File: config.mk
export PLATFORM = sky130hd
export DESIGN_NAME = alu16_core
export DESIGN_NICKNAME = d
export VERILOG_FILES = /design/src/rtl/alu16_pkg.sv /design/src/rtl/alu16_adder.sv /design/src/rtl/alu16_bcd.sv /design/src/rtl/alu16_shift.sv /design/src/rtl/alu16_flags.sv /design/src/rtl/alu16_core.sv
export SDC_FILE = /design/constraint.sdc
export NUM_CORES = 1
export LEC_CHECK = 0
export BUFFER_PORTS_ARGS = -buffer_cell sky130_fd_sc_hd__buf_2
export CAP_MARGIN = 20
export CELL_PAD_IN_SITES_DETAIL_PLACEMENT = 1
export CELL_PAD_IN_SITES_GLOBAL_PLACEMENT = 1
export CORE_ASPECT_RATIO = 0.7
export CORE_UTILIZATION = 40
export DETAILED_ROUTE_END_ITERATION = 8
export MAX_ROUTING_LAYER = met4
export PLACE_DENSITY_LB_ADDON = 0.1
export SETUP_SLACK_MARGIN = 0.1
export SLEW_MARGIN = 10
export SYNTH_ARGS = -nofsm -noshare
export SYNTH_HDL_FRONTEND = slang
export SYNTH_SLANG_ARGS = --single-unit
File: constraint.sdc
create_clock -name vclk -period 8.6
set_input_delay 0.86 -clock vclk [all_inputs]
set_output_delay 0.86 -clock vclk [all_outputs]
set_load 0.005 [all_outputs]
File: src/rtl/alu16_pkg.sv
package alu16_pkg;

    typedef enum logic [3:0] {
        OP_MOVE = 4'h0,
        OP_ADD  = 4'h1,
        OP_ADDC = 4'h2,
        OP_SUBC = 4'h3,
        OP_SUB  = 4'h4,
        OP_CMP  = 4'h5,
        OP_DADD = 4'h6,
        OP_BITT = 4'h7,
        OP_BICL = 4'h8,
        OP_BISE = 4'h9,
        OP_XORO = 4'hA,
        OP_ANDO = 4'hB,
        OP_RRC  = 4'hC,
        OP_SWAP = 4'hD,
        OP_RRA  = 4'hE,
        OP_SEXT = 4'hF
    } alu_op_e;

    // How the next flags are formed
    typedef enum logic [1:0] {
        FL_HOLD  = 2'd0,   // pass incoming flags
        FL_ARITH = 2'd1,   // N,Z from result, C and V from candidates
        FL_LOGIC = 2'd2,   // N,Z from result, C = not Z, V from candidate
        FL_NOV   = 2'd3    // N,Z from result, C from candidate, V cleared
    } flag_rule_e;

    // Shift unit selections, taken from the low two bits of the op code
    localparam logic [1:0] SH_RRC  = 2'd0;
    localparam logic [1:0] SH_SWAP = 2'd1;
    localparam logic [1:0] SH_RRA  = 2'd2;
    localparam logic [1:0] SH_SEXT = 2'd3;

endpackage

File: src/rtl/alu16_adder.sv
module alu16_adder #(
    parameter int DATA_W = 16
) (
    input  logic              byte_mode,
    input  logic [DATA_W-1:0] a_i,
    input  logic [DATA_W-1:0] b_i,
    input  logic              cin,
    output logic [DATA_W-1:0] sum_o,
    output logic              cout_o,
    output logic              ovf_o
);
    localparam int HALF = DATA_W / 2;

    logic [HALF:0]   lo_sum;
    logic [DATA_W:0] full_sum;
    logic            a_s, b_s, r_s;

    assign lo_sum   = {1'b0, a_i[HALF-1:0]} + {1'b0, b_i[HALF-1:0]} + {{HALF{1'b0}}, cin};
    assign full_sum = {1'b0, a_i} + {1'b0, b_i} + {{DATA_W{1'b0}}, cin};

    always_comb begin
        if (byte_mode) begin
            sum_o  = {{(DATA_W-HALF){1'b0}}, lo_sum[HALF-1:0]};
            cout_o = lo_sum[HALF];
            a_s    = a_i[HALF-1];
            b_s    = b_i[HALF-1];
            r_s    = lo_sum[HALF-1];
        end else begin
            sum_o  = full_sum[DATA_W-1:0];
            cout_o = full_sum[DATA_W];
            a_s    = a_i[DATA_W-1];
            b_s    = b_i[DATA_W-1];
            r_s    = full_sum[DATA_W-1];
        end
        ovf_o = (a_s == b_s) && (r_s != a_s);
    end

    // A carry out means the wrapped sum cannot exceed the first operand;
    // without one it cannot be below it.
    always_comb begin : p_carry_chk
        logic [DATA_W-1:0] a_act;
        a_act = byte_mode ? {{(DATA_W-HALF){1'b0}}, a_i[HALF-1:0]} : a_i;
        assert_carry_order_R2: assert (cout_o ? (sum_o <= a_act) : (sum_o >= a_act))
            else $error("carry out disagrees with sum ordering");
    end

endmodule

File: src/rtl/alu16_bcd.sv
module alu16_bcd #(
    parameter int DATA_W = 16
) (
    input  logic              byte_mode,
    input  logic [DATA_W-1:0] a_i,
    input  logic [DATA_W-1:0] b_i,
    input  logic              cin,
    output logic [DATA_W-1:0] sum_o,
    output logic              cout_o
);
    localparam int HALF      = DATA_W / 2;
    localparam int NIBS      = DATA_W / 4;
    localparam int HALF_NIBS = NIBS / 2;

    logic [NIBS:0]     cy;
    logic [DATA_W-1:0] raw;

    assign cy[0] = cin;

    for (genvar g = 0; g < NIBS; g++) begin : g_digit
        logic [4:0] t;
        assign t           = {1'b0, a_i[4*g +: 4]} + {1'b0, b_i[4*g +: 4]} + {4'b0000, cy[g]};
        assign cy[g+1]     = (t > 5'd9);
        assign raw[4*g +: 4] = cy[g+1] ? (t[3:0] + 4'd6) : t[3:0];
    end

    always_comb begin
        if (byte_mode) begin
            sum_o  = {{(DATA_W-HALF){1'b0}}, raw[HALF-1:0]};
            cout_o = cy[HALF_NIBS];
        end else begin
            sum_o  = raw;
            cout_o = cy[NIBS];
        end
    end

    // Valid decimal digits in must give valid decimal digits out
    always_comb begin : p_digit_chk
        logic ok_in;
        logic ok_out;
        ok_in  = 1'b1;
        ok_out = 1'b1;
        for (int k = 0; k < NIBS; k++) begin
            if (a_i[4*k +: 4] > 4'd9 || b_i[4*k +: 4] > 4'd9) ok_in = 1'b0;
            if (sum_o[4*k +: 4] > 4'd9) ok_out = 1'b0;
        end
        assert_digit_range_R4: assert (!ok_in || ok_out)
            else $error("decimal add produced a non-decimal digit");
    end

endmodule

File: src/rtl/alu16_shift.sv
module alu16_shift
    import alu16_pkg::*;
#(
    parameter int DATA_W = 16
) (
    input  logic [1:0]        sel_i,
    input  logic              byte_mode,
    input  logic [DATA_W-1:0] d_i,
    input  logic              cin,
    output logic [DATA_W-1:0] res_o,
    output logic              cout_o
);
    localparam int HALF = DATA_W / 2;

    always_comb begin
        res_o  = '0;
        cout_o = cin;
        unique case (sel_i)
            SH_RRC: begin
                cout_o = d_i[0];
                if (byte_mode) res_o[HALF-1:0] = {cin, d_i[HALF-1:1]};
                else           res_o           = {cin, d_i[DATA_W-1:1]};
            end
            SH_RRA: begin
                cout_o = d_i[0];
                if (byte_mode) res_o[HALF-1:0] = {d_i[HALF-1], d_i[HALF-1:1]};
                else           res_o           = {d_i[DATA_W-1], d_i[DATA_W-1:1]};
            end
            SH_SWAP: res_o = {d_i[HALF-1:0], d_i[DATA_W-1:HALF]};
            SH_SEXT: res_o = {{(DATA_W-HALF){d_i[HALF-1]}}, d_i[HALF-1:0]};
            default: res_o = '0;
        endcase
    end

    // Rotates neither create nor lose set bits: what enters at the top
    // matches what leaves through the carry.
    always_comb begin : p_bits_chk
        logic [DATA_W-1:0] d_act;
        logic              top_in;
        d_act  = byte_mode ? {{(DATA_W-HALF){1'b0}}, d_i[HALF-1:0]} : d_i;
        top_in = (sel_i == SH_RRC) ? cin : (byte_mode ? d_i[HALF-1] : d_i[DATA_W-1]);
        if (sel_i == SH_RRC || sel_i == SH_RRA) begin
            assert_rotate_bits_R8: assert ($countones(res_o) + int'(cout_o)
                                           == $countones(d_act) + int'(top_in))
                else $error("rotate lost or gained a bit");
        end
    end

endmodule

File: src/rtl/alu16_flags.sv
module alu16_flags
    import alu16_pkg::*;
#(
    parameter int DATA_W = 16
) (
    input  flag_rule_e        rule_i,
    input  logic              narrow_i,
    input  logic [DATA_W-1:0] res_i,
    input  logic              c_cand_i,
    input  logic              v_cand_i,
    input  logic [3:0]        flags_i,
    output logic [3:0]        flags_o
);
    localparam int HALF = DATA_W / 2;

    logic n_now, z_now;

    assign n_now = narrow_i ? res_i[HALF-1] : res_i[DATA_W-1];
    assign z_now = narrow_i ? (res_i[HALF-1:0] == '0) : (res_i == '0);

    always_comb begin
        unique case (rule_i)
            FL_HOLD:  flags_o = flags_i;
            FL_ARITH: flags_o = {n_now, z_now, c_cand_i, v_cand_i};
            FL_LOGIC: flags_o = {n_now, z_now, ~z_now, v_cand_i};
            FL_NOV:   flags_o = {n_now, z_now, c_cand_i, 1'b0};
            default:  flags_o = flags_i;
        endcase
    end

    // A zero result is never negative
    always_comb begin
        if (rule_i != FL_HOLD) begin
            assert_zero_not_neg_R11: assert (!(flags_o[2] && flags_o[3]))
                else $error("Z and N both set");
        end
    end

endmodule

File: src/rtl/alu16_core.sv
module alu16_core
    import alu16_pkg::*;
#(
    parameter int DATA_W = 16
) (
    input  logic [3:0]        op_i,
    input  logic              byte_i,
    input  logic [DATA_W-1:0] src_i,
    input  logic [DATA_W-1:0] dst_i,
    input  logic [3:0]        flags_i,
    output logic [DATA_W-1:0] res_o,
    output logic              wr_en_o,
    output logic [3:0]        flags_o
);
    localparam int HALF = DATA_W / 2;

    alu_op_e           op;
    logic              narrow;
    logic [DATA_W-1:0] src_m, dst_m;
    logic              c_in;

    // adder side
    logic [DATA_W-1:0] add_b, add_sum;
    logic              add_cin, add_c, add_v;
    // decimal side
    logic [DATA_W-1:0] bcd_sum;
    logic              bcd_c;
    // shift side
    logic [DATA_W-1:0] sh_res;
    logic              sh_c;
    // selection
    flag_rule_e        rule;
    logic              c_cand, v_cand;
    logic              xor_v;

    assign op     = alu_op_e'(op_i);
    assign c_in   = flags_i[1];
    assign narrow = byte_i && (op != OP_SWAP) && (op != OP_SEXT);
    assign src_m  = narrow ? {{(DATA_W-HALF){1'b0}}, src_i[HALF-1:0]} : src_i;
    assign dst_m  = narrow ? {{(DATA_W-HALF){1'b0}}, dst_i[HALF-1:0]} : dst_i;
    assign xor_v  = narrow ? (src_m[HALF-1] & dst_m[HALF-1]) : (src_m[DATA_W-1] & dst_m[DATA_W-1]);

    always_comb begin
        add_b   = src_m;
        add_cin = 1'b0;
        unique case (op)
            OP_ADDC:         add_cin = c_in;
            OP_SUBC:         begin add_b = ~src_m; add_cin = c_in; end
            OP_SUB, OP_CMP:  begin add_b = ~src_m; add_cin = 1'b1; end
            default:         add_cin = 1'b0;
        endcase
    end

    alu16_adder #(.DATA_W(DATA_W)) u_add (
        .byte_mode (narrow),
        .a_i       (dst_m),
        .b_i       (add_b),
        .cin       (add_cin),
        .sum_o     (add_sum),
        .cout_o    (add_c),
        .ovf_o     (add_v)
    );

    alu16_bcd #(.DATA_W(DATA_W)) u_bcd (
        .byte_mode (narrow),
        .a_i       (dst_m),
        .b_i       (src_m),
        .cin       (c_in),
        .sum_o     (bcd_sum),
        .cout_o    (bcd_c)
    );

    alu16_shift #(.DATA_W(DATA_W)) u_shf (
        .sel_i     (op_i[1:0]),
        .byte_mode (narrow),
        .d_i       (dst_m),
        .cin       (c_in),
        .res_o     (sh_res),
        .cout_o    (sh_c)
    );

    always_comb begin
        res_o   = src_m;
        wr_en_o = 1'b1;
        rule    = FL_HOLD;
        c_cand  = c_in;
        v_cand  = 1'b0;
        unique case (op)
            OP_MOVE: res_o = src_m;
            OP_ADD, OP_ADDC, OP_SUBC, OP_SUB: begin
                res_o  = add_sum;
                rule   = FL_ARITH;
                c_cand = add_c;
                v_cand = add_v;
            end
            OP_CMP: begin
                res_o   = add_sum;
                rule    = FL_ARITH;
                c_cand  = add_c;
                v_cand  = add_v;
                wr_en_o = 1'b0;
            end
            OP_DADD: begin
                res_o  = bcd_sum;
                rule   = FL_NOV;
                c_cand = bcd_c;
            end
            OP_BITT: begin
                res_o   = src_m & dst_m;
                rule    = FL_LOGIC;
                wr_en_o = 1'b0;
            end
            OP_BICL: res_o = ~src_m & dst_m;
            OP_BISE: res_o = src_m | dst_m;
            OP_XORO: begin
                res_o  = src_m ^ dst_m;
                rule   = FL_LOGIC;
                v_cand = xor_v;
            end
            OP_ANDO: begin
                res_o = src_m & dst_m;
                rule  = FL_LOGIC;
            end
            OP_RRC, OP_RRA: begin
                res_o  = sh_res;
                rule   = FL_NOV;
                c_cand = sh_c;
            end
            OP_SWAP: res_o = sh_res;
            OP_SEXT: begin
                res_o = sh_res;
                rule  = FL_LOGIC;
            end
            default: res_o = src_m;
        endcase
    end

    alu16_flags #(.DATA_W(DATA_W)) u_flg (
        .rule_i   (rule),
        .narrow_i (narrow),
        .res_i    (res_o),
        .c_cand_i (c_cand),
        .v_cand_i (v_cand),
        .flags_i  (flags_i),
        .flags_o  (flags_o)
    );

    // Stored byte results never carry anything in the upper byte
    always_comb begin
        if (narrow && wr_en_o) begin
            assert_byte_upper_R10: assert (res_o[DATA_W-1:HALF] == '0)
                else $error("byte result has upper bits set");
        end
    end

endmodule

Word level (Yosys, flattened, before mapping)
Index checks and enable logic that the tools add are counted.

Add/sub/neg operators: 16. $lt $le $gt $ge: 4. Equality and inequality tests: 25. Muxes and demuxes: 30. Bitwise operators: 8. Reductions and logical operators: 19.

Operators by type and width (count): 16-bit case mux with 8 select lines (1); 16-bit two-way mux (5); 16-bit case mux with 4 select lines (1); 16-bit bitwise AND (2); 4-bit == test, second input constant (8); 8-bit two-way mux (4); 4-bit by 4-bit adder with 5-bit output (4); 5-bit by 1-bit adder with 5-bit output (4); 5-bit by 4-bit > comparator with 1-bit output, second input constant (4); 16-bit by 16-bit adder with 17-bit output (1); 17-bit by 1-bit adder with 17-bit output (1); 4-bit by 3-bit adder with 4-bit output, second input constant (4); 4-bit by 3-bit == test with 1-bit output, second input constant (4); 16-bit logical NOT (1); 4-bit two-way mux (4); 16-bit inverter (1); 16-bit OR (1); 4-bit case mux with 4 select lines (1); 16-bit bitwise XOR (1); 2-bit OR reduction (6); 1-bit two-way mux (10); 8-bit by 8-bit adder with 9-bit output (1); 9-bit by 1-bit adder with 9-bit output (1); 2-bit == test, second input constant (4); other kinds (18) (28).

Flip-flop bits (word level): 0. Bits of input ports: 41.

Depth between registers and ports, before layout
Word-level depth: 20. Gate-level depth with buffers: 31. Depth with buffers taken out: 31.

Cells and area by module
Synthesis repeated with hierarchy kept, for this count alone.

Cells, all modules: 648. Area, all modules: 4424.2 µm².

By module, submodules not included: alu16_core (instances 1, cells each 330, area each 2000.7 µm², seq. area each 0.0 µm²); alu16_bcd (instances 1, cells each 117, area each 972.2 µm², seq. area each 0.0 µm²); alu16_adder (instances 1, cells each 120, area each 917.1 µm², seq. area each 0.0 µm²); alu16_shift (instances 1, cells each 61, area each 384.1 µm², seq. area each 0.0 µm²); alu16_flags (instances 1, cells each 20, area each 150.1 µm², seq. area each 0.0 µm²).

Worst setup path after synthesis
Ideal clock, no wire load.

Path kind: input to output. From: input src_i[0]. To: output flags_o[1]. Arrival time: 7.367 ns. Slack: 0.373 ns. Cell stages on the path: 30. Cells stage by stage: fa_1 -> fa_1 -> a21o_1 -> a21oi_1 -> o21a_1 -> fa_1 -> inv_1 -> fa_1 -> xnor2_1 -> nand2_1 -> a21oi_1 -> fa_1 -> inv_1 -> fa_1 -> xnor2_1 -> and2_1 -> o31ai_1 -> inv_1 -> fa_1 -> fa_1 -> xor2_1 -> ha_1 -> nor2_1 -> o21ai_0 -> o22ai_1 -> o21ai_0 -> a41oi_1 -> nor3_1 -> nand4bb_1 -> o21a_1.

Cells in the longest elaborated chain, start to end: 17. Elaborated cells on any way between the ends: 39.

RTL lines: from (decl) (RTL line alu16_core.sv:8) `input logic [DATA_W-1:0] src_i,`; 16-bit two-way mux * (RTL line alu16_core.sv:39) `assign src_m = narrow ? {{(DATA_W-HALF){1'b0}}, src_i[HALF-1:0]} : src_i;`; 4-bit by 4-bit adder with 5-bit output (RTL line alu16_bcd.sv:22) `assign t = {1'b0, a_i[4*g +: 4]} + {1'b0, b_i[4*g +: 4]} + {4'b0000, cy[g]};`; 5-bit by 1-bit adder with 5-bit output (RTL line alu16_bcd.sv:22); 5-bit by 4-bit > comparator with 1-bit output (RTL line alu16_bcd.sv:23) `assign cy[g+1] = (t > 5'd9);`; 5-bit by 1-bit adder with 5-bit output (RTL line alu16_bcd.sv:22); 5-bit by 4-bit > comparator with 1-bit output (RTL line alu16_bcd.sv:23); 5-bit by 1-bit adder with 5-bit output (RTL line alu16_bcd.sv:22); 5-bit by 4-bit > comparator with 1-bit output (RTL line alu16_bcd.sv:23); 5-bit by 1-bit adder with 5-bit output (RTL line alu16_bcd.sv:22); 4-bit by 3-bit adder with 4-bit output or 5-bit by 4-bit > comparator with 1-bit output (tied branches) (RTL line alu16_bcd.sv:24, alu16_bcd.sv:23); 4-bit two-way mux (RTL line alu16_bcd.sv:24) `assign raw[4*g +: 4] = cy[g+1] ? (t[3:0] + 4'd6) : t[3:0];`; 16-bit two-way mux (RTL line alu16_bcd.sv:28) `if (byte_mode) begin`; 16-bit case mux with 8 select lines (RTL line alu16_core.sv:88) `unique case (op)`; 16-bit logical NOT (RTL line alu16_flags.sv:19) `assign z_now = narrow_i ? (res_i[HALF-1:0] == '0) : (res_i == '0);`; 1-bit two-way mux (RTL line alu16_flags.sv:19); 1-bit inverter (RTL line alu16_flags.sv:25) `FL_LOGIC: flags_o = {n_now, z_now, ~z_now, v_cand_i};`; 4-bit case mux with 4 select lines * (RTL line alu16_flags.sv:22) `unique case (rule_i)`; to (decl) (RTL line alu16_core.sv:13) `output logic [3:0] flags_o`.

Mark *: on every way between the ends. The rest lies on a longest branch, timed or not.

Final worst setup path
From: input flags_i[1]. To: output flags_o[3].

Cells in the longest elaborated chain, start to end: 13. Elaborated cells on any way between the ends: 23.

RTL lines: from (decl) (RTL line alu16_core.sv:10) `input logic [3:0] flags_i,`; 5-bit by 1-bit adder with 5-bit output (RTL line alu16_bcd.sv:22); 5-bit by 4-bit > comparator with 1-bit output (RTL line alu16_bcd.sv:23); 5-bit by 1-bit adder with 5-bit output (RTL line alu16_bcd.sv:22); 5-bit by 4-bit > comparator with 1-bit output (RTL line alu16_bcd.sv:23); 5-bit by 1-bit adder with 5-bit output (RTL line alu16_bcd.sv:22); 5-bit by 4-bit > comparator with 1-bit output (RTL line alu16_bcd.sv:23); 5-bit by 1-bit adder with 5-bit output (RTL line alu16_bcd.sv:22); 4-bit by 3-bit adder with 4-bit output or 5-bit by 4-bit > comparator with 1-bit output (tied branches) (RTL line alu16_bcd.sv:24, alu16_bcd.sv:23); 4-bit two-way mux (RTL line alu16_bcd.sv:24); 16-bit two-way mux (RTL line alu16_bcd.sv:28); 16-bit case mux with 8 select lines * (RTL line alu16_core.sv:88); 1-bit two-way mux * (RTL line alu16_flags.sv:18) `assign n_now = narrow_i ? res_i[HALF-1] : res_i[DATA_W-1];`; 4-bit case mux with 4 select lines * (RTL line alu16_flags.sv:22).

Marks and branches as above.

==> metrics.yaml <==
status: "completed"
dp.cells: 829
drive_above_1_share: 0.233
num_rows: 31
hold_viol_final: 0
die-area_mm2: 0.0112
wl_per_cell_um: 23.7
grt_usage: 0.359
seqCellArea_um2: 0
die_x_um: 126
clockBufferCount: 0
drt_wl_total_um: 19800
syn2layout_area_growth_pct: 17.0
antenna_found_initial: 0
grt_pass1_vias: 5190
portBuffers: 62
fin_ws_ps: 195
post_synth_num_cell_types: 84
crit_fanout: 3
syn-instance-count: 631
timing.fmax_mhz: 119
place_area_mm2: 0.00484
syn_nets: 729
worstSetupStartpointType: "input pin"
min_period_ps: 8410
worstPathRequired_ps: 7740
slowest_stage: "fa_2"
drv_slew: 0
clkPwrFrac: 0
worst_ir_drop_vdd_mv: 0.0381
drcViolationCount: 0
rsz0062_at_grt: "no"
combPwrFrac: 1.000
die_h_um: 88.9
design_area_mm2: 0.00504
vias_per_cell: 6.45
cp_slowest_stage_delay_ps: 580
worstSetupPathType: "in -> out"
seq_cells: 0
setup_viol: 0
layoutNonFillerInstCount: 836
p_leak_uw: 0.00228
nFillCells: 1393
postSynthAreaPerCell_um2: 6.83
min_path_cells: 4
place_ws_ps: -370
fin_util: 0.485
yosysWarningCount: 0
synth_area_mm2: 0.00431
core_mm2: 0.0104
post-dp-hpwl_um: 15900
grt_max_degree: 56
num_vias: 5394
arrival_ps: 7550
nets: 804
overflow: 0
ant_nets: 0
switching_share: 0.574
crit_start: "flags_i[1]"
relSlewSlack: 0.269
hp-class: "in -> out"
power_frac_seq: 0
initial_core_util: 0.415
p_int_uw: 216
ios: 62
p_per_area_mw_per_mm2: 101
timing.critical_path.mode_cell: "fa_2"
drt-pass1-iter-count: 4
layout_common_cells: "61 x buf_2, 60 x nand2_1, 49 x nor2_1"
tightest_slew_ps: 1090
yosysSeqAreaShare: 0
p_switching_uw: 291
drt_iter0_markers: 579
end_kind: "output pin"
gp_congestion: 0.920
worstHoldStart: "flags_i[3]"
postCtsHoldBufs: 0
finalCritPeriodShare: 0.977
num_antenna_cells: 0
min_to: "flags_o[3]"
layout_commonest_cell: "buf_2"
grt_pass1_wl_um: 29700
drv_cap: 0
power by group through the flow:
stage	Combinational (µW)	Clock (µW)	Sequential (µW)
3_5_place_dp	454	0	0
6_report	507	0	0
2_1_floorplan	288	0	0
3_3_place_gp	435	0	0
4_1_cts	468	0	0
5_1_grt	544	0	0
per-stage QoR:
step	power, µW	setup TNS (ps)	hold WS (ps)
floorplan	288	0	1820
global placement	435	-104	1990
detailed placement	454	-971	2000
CTS	468	0	2010
global route	544	0	2050
finish	507	0	2010
worst max-delay path by stage:
stage                     cells after the start         end  slack, ps
after floorplan                              30  flags_o[1]        370
after global placement                       33  flags_o[1]        -80
after detailed placement                     33  flags_o[1]       -370
after CTS                                    33  flags_o[1]        150
after global routing                         33  flags_o[1]         50
final                                        32  flags_o[3]        190
cells in the mapped netlist, drive strengths merged (9+ instances only):
cell / count / area [µm²]
nor3: 18 / 95.1
o22ai: 14 / 87.6
inv: 55 / 206
o21ai: 47 / 235
o21a: 10 / 75.1
ha: 47 / 588
nand2: 63 / 246
mux2i: 9 / 90.1
a211oi: 11 / 82.6
buf: 27 / 209
nor2: 51 / 194
a21o: 12 / 90.1
a21oi: 51 / 255
a22oi: 11 / 82.6
fa: 10 / 200
a31oi: 9 / 56.3
xnor2: 26 / 235
nand3: 16 / 85.1
per-layer routing:
| metal | wire (µm) | track usage | up-vias |
|---|---|---|---|
| met3 | 2200 | 0.0913 | 31 |
| met5 | 0 | - | - |
| met4 | 293 | 0.0624 | 0 |
| met2 | 8250 | 0.539 | 288 |
| met1 | 9050 | 0.487 | 2594 |
| li1 | - | - | 2481 |
repair_timing:
action	4_1_cts	5_1_grt
buffers inserted	1	6
setup endpoints to repair	4	5
resized for setup	15	25
pin swaps	3	11
worst max-delay path, delay by kind of cell:
kind / cells / cell delay, ps
compound gates: 9 / 1900
xor+xnor: 1 / 200
simple gates: 6 / 680
buf+inv: 9 / 940
fa+ha+maj: 7 / 2940
final cells by class:
| type | count | area [µm²] | share of cell area |
|---|---|---|---|
| inverters | 55 | 206 | 0.0410 |
| well taps | 132 | 165 | 0.0328 |
| multi-input cells | 541 | 4010 | 0.796 |
| repair buffers | 108 | 658 | 0.131 |
kinds of logic after synthesis:
logic type | Yosys count | share of synthesized area
compound gates | 229 | 0.360
xor+xnor | 32 | 0.0668
fa+ha+maj | 59 | 0.188
buf+inv | 90 | 0.103
mux | 10 | 0.0244
simple gates | 211 | 0.258
(Power assumes the default switching activity.)
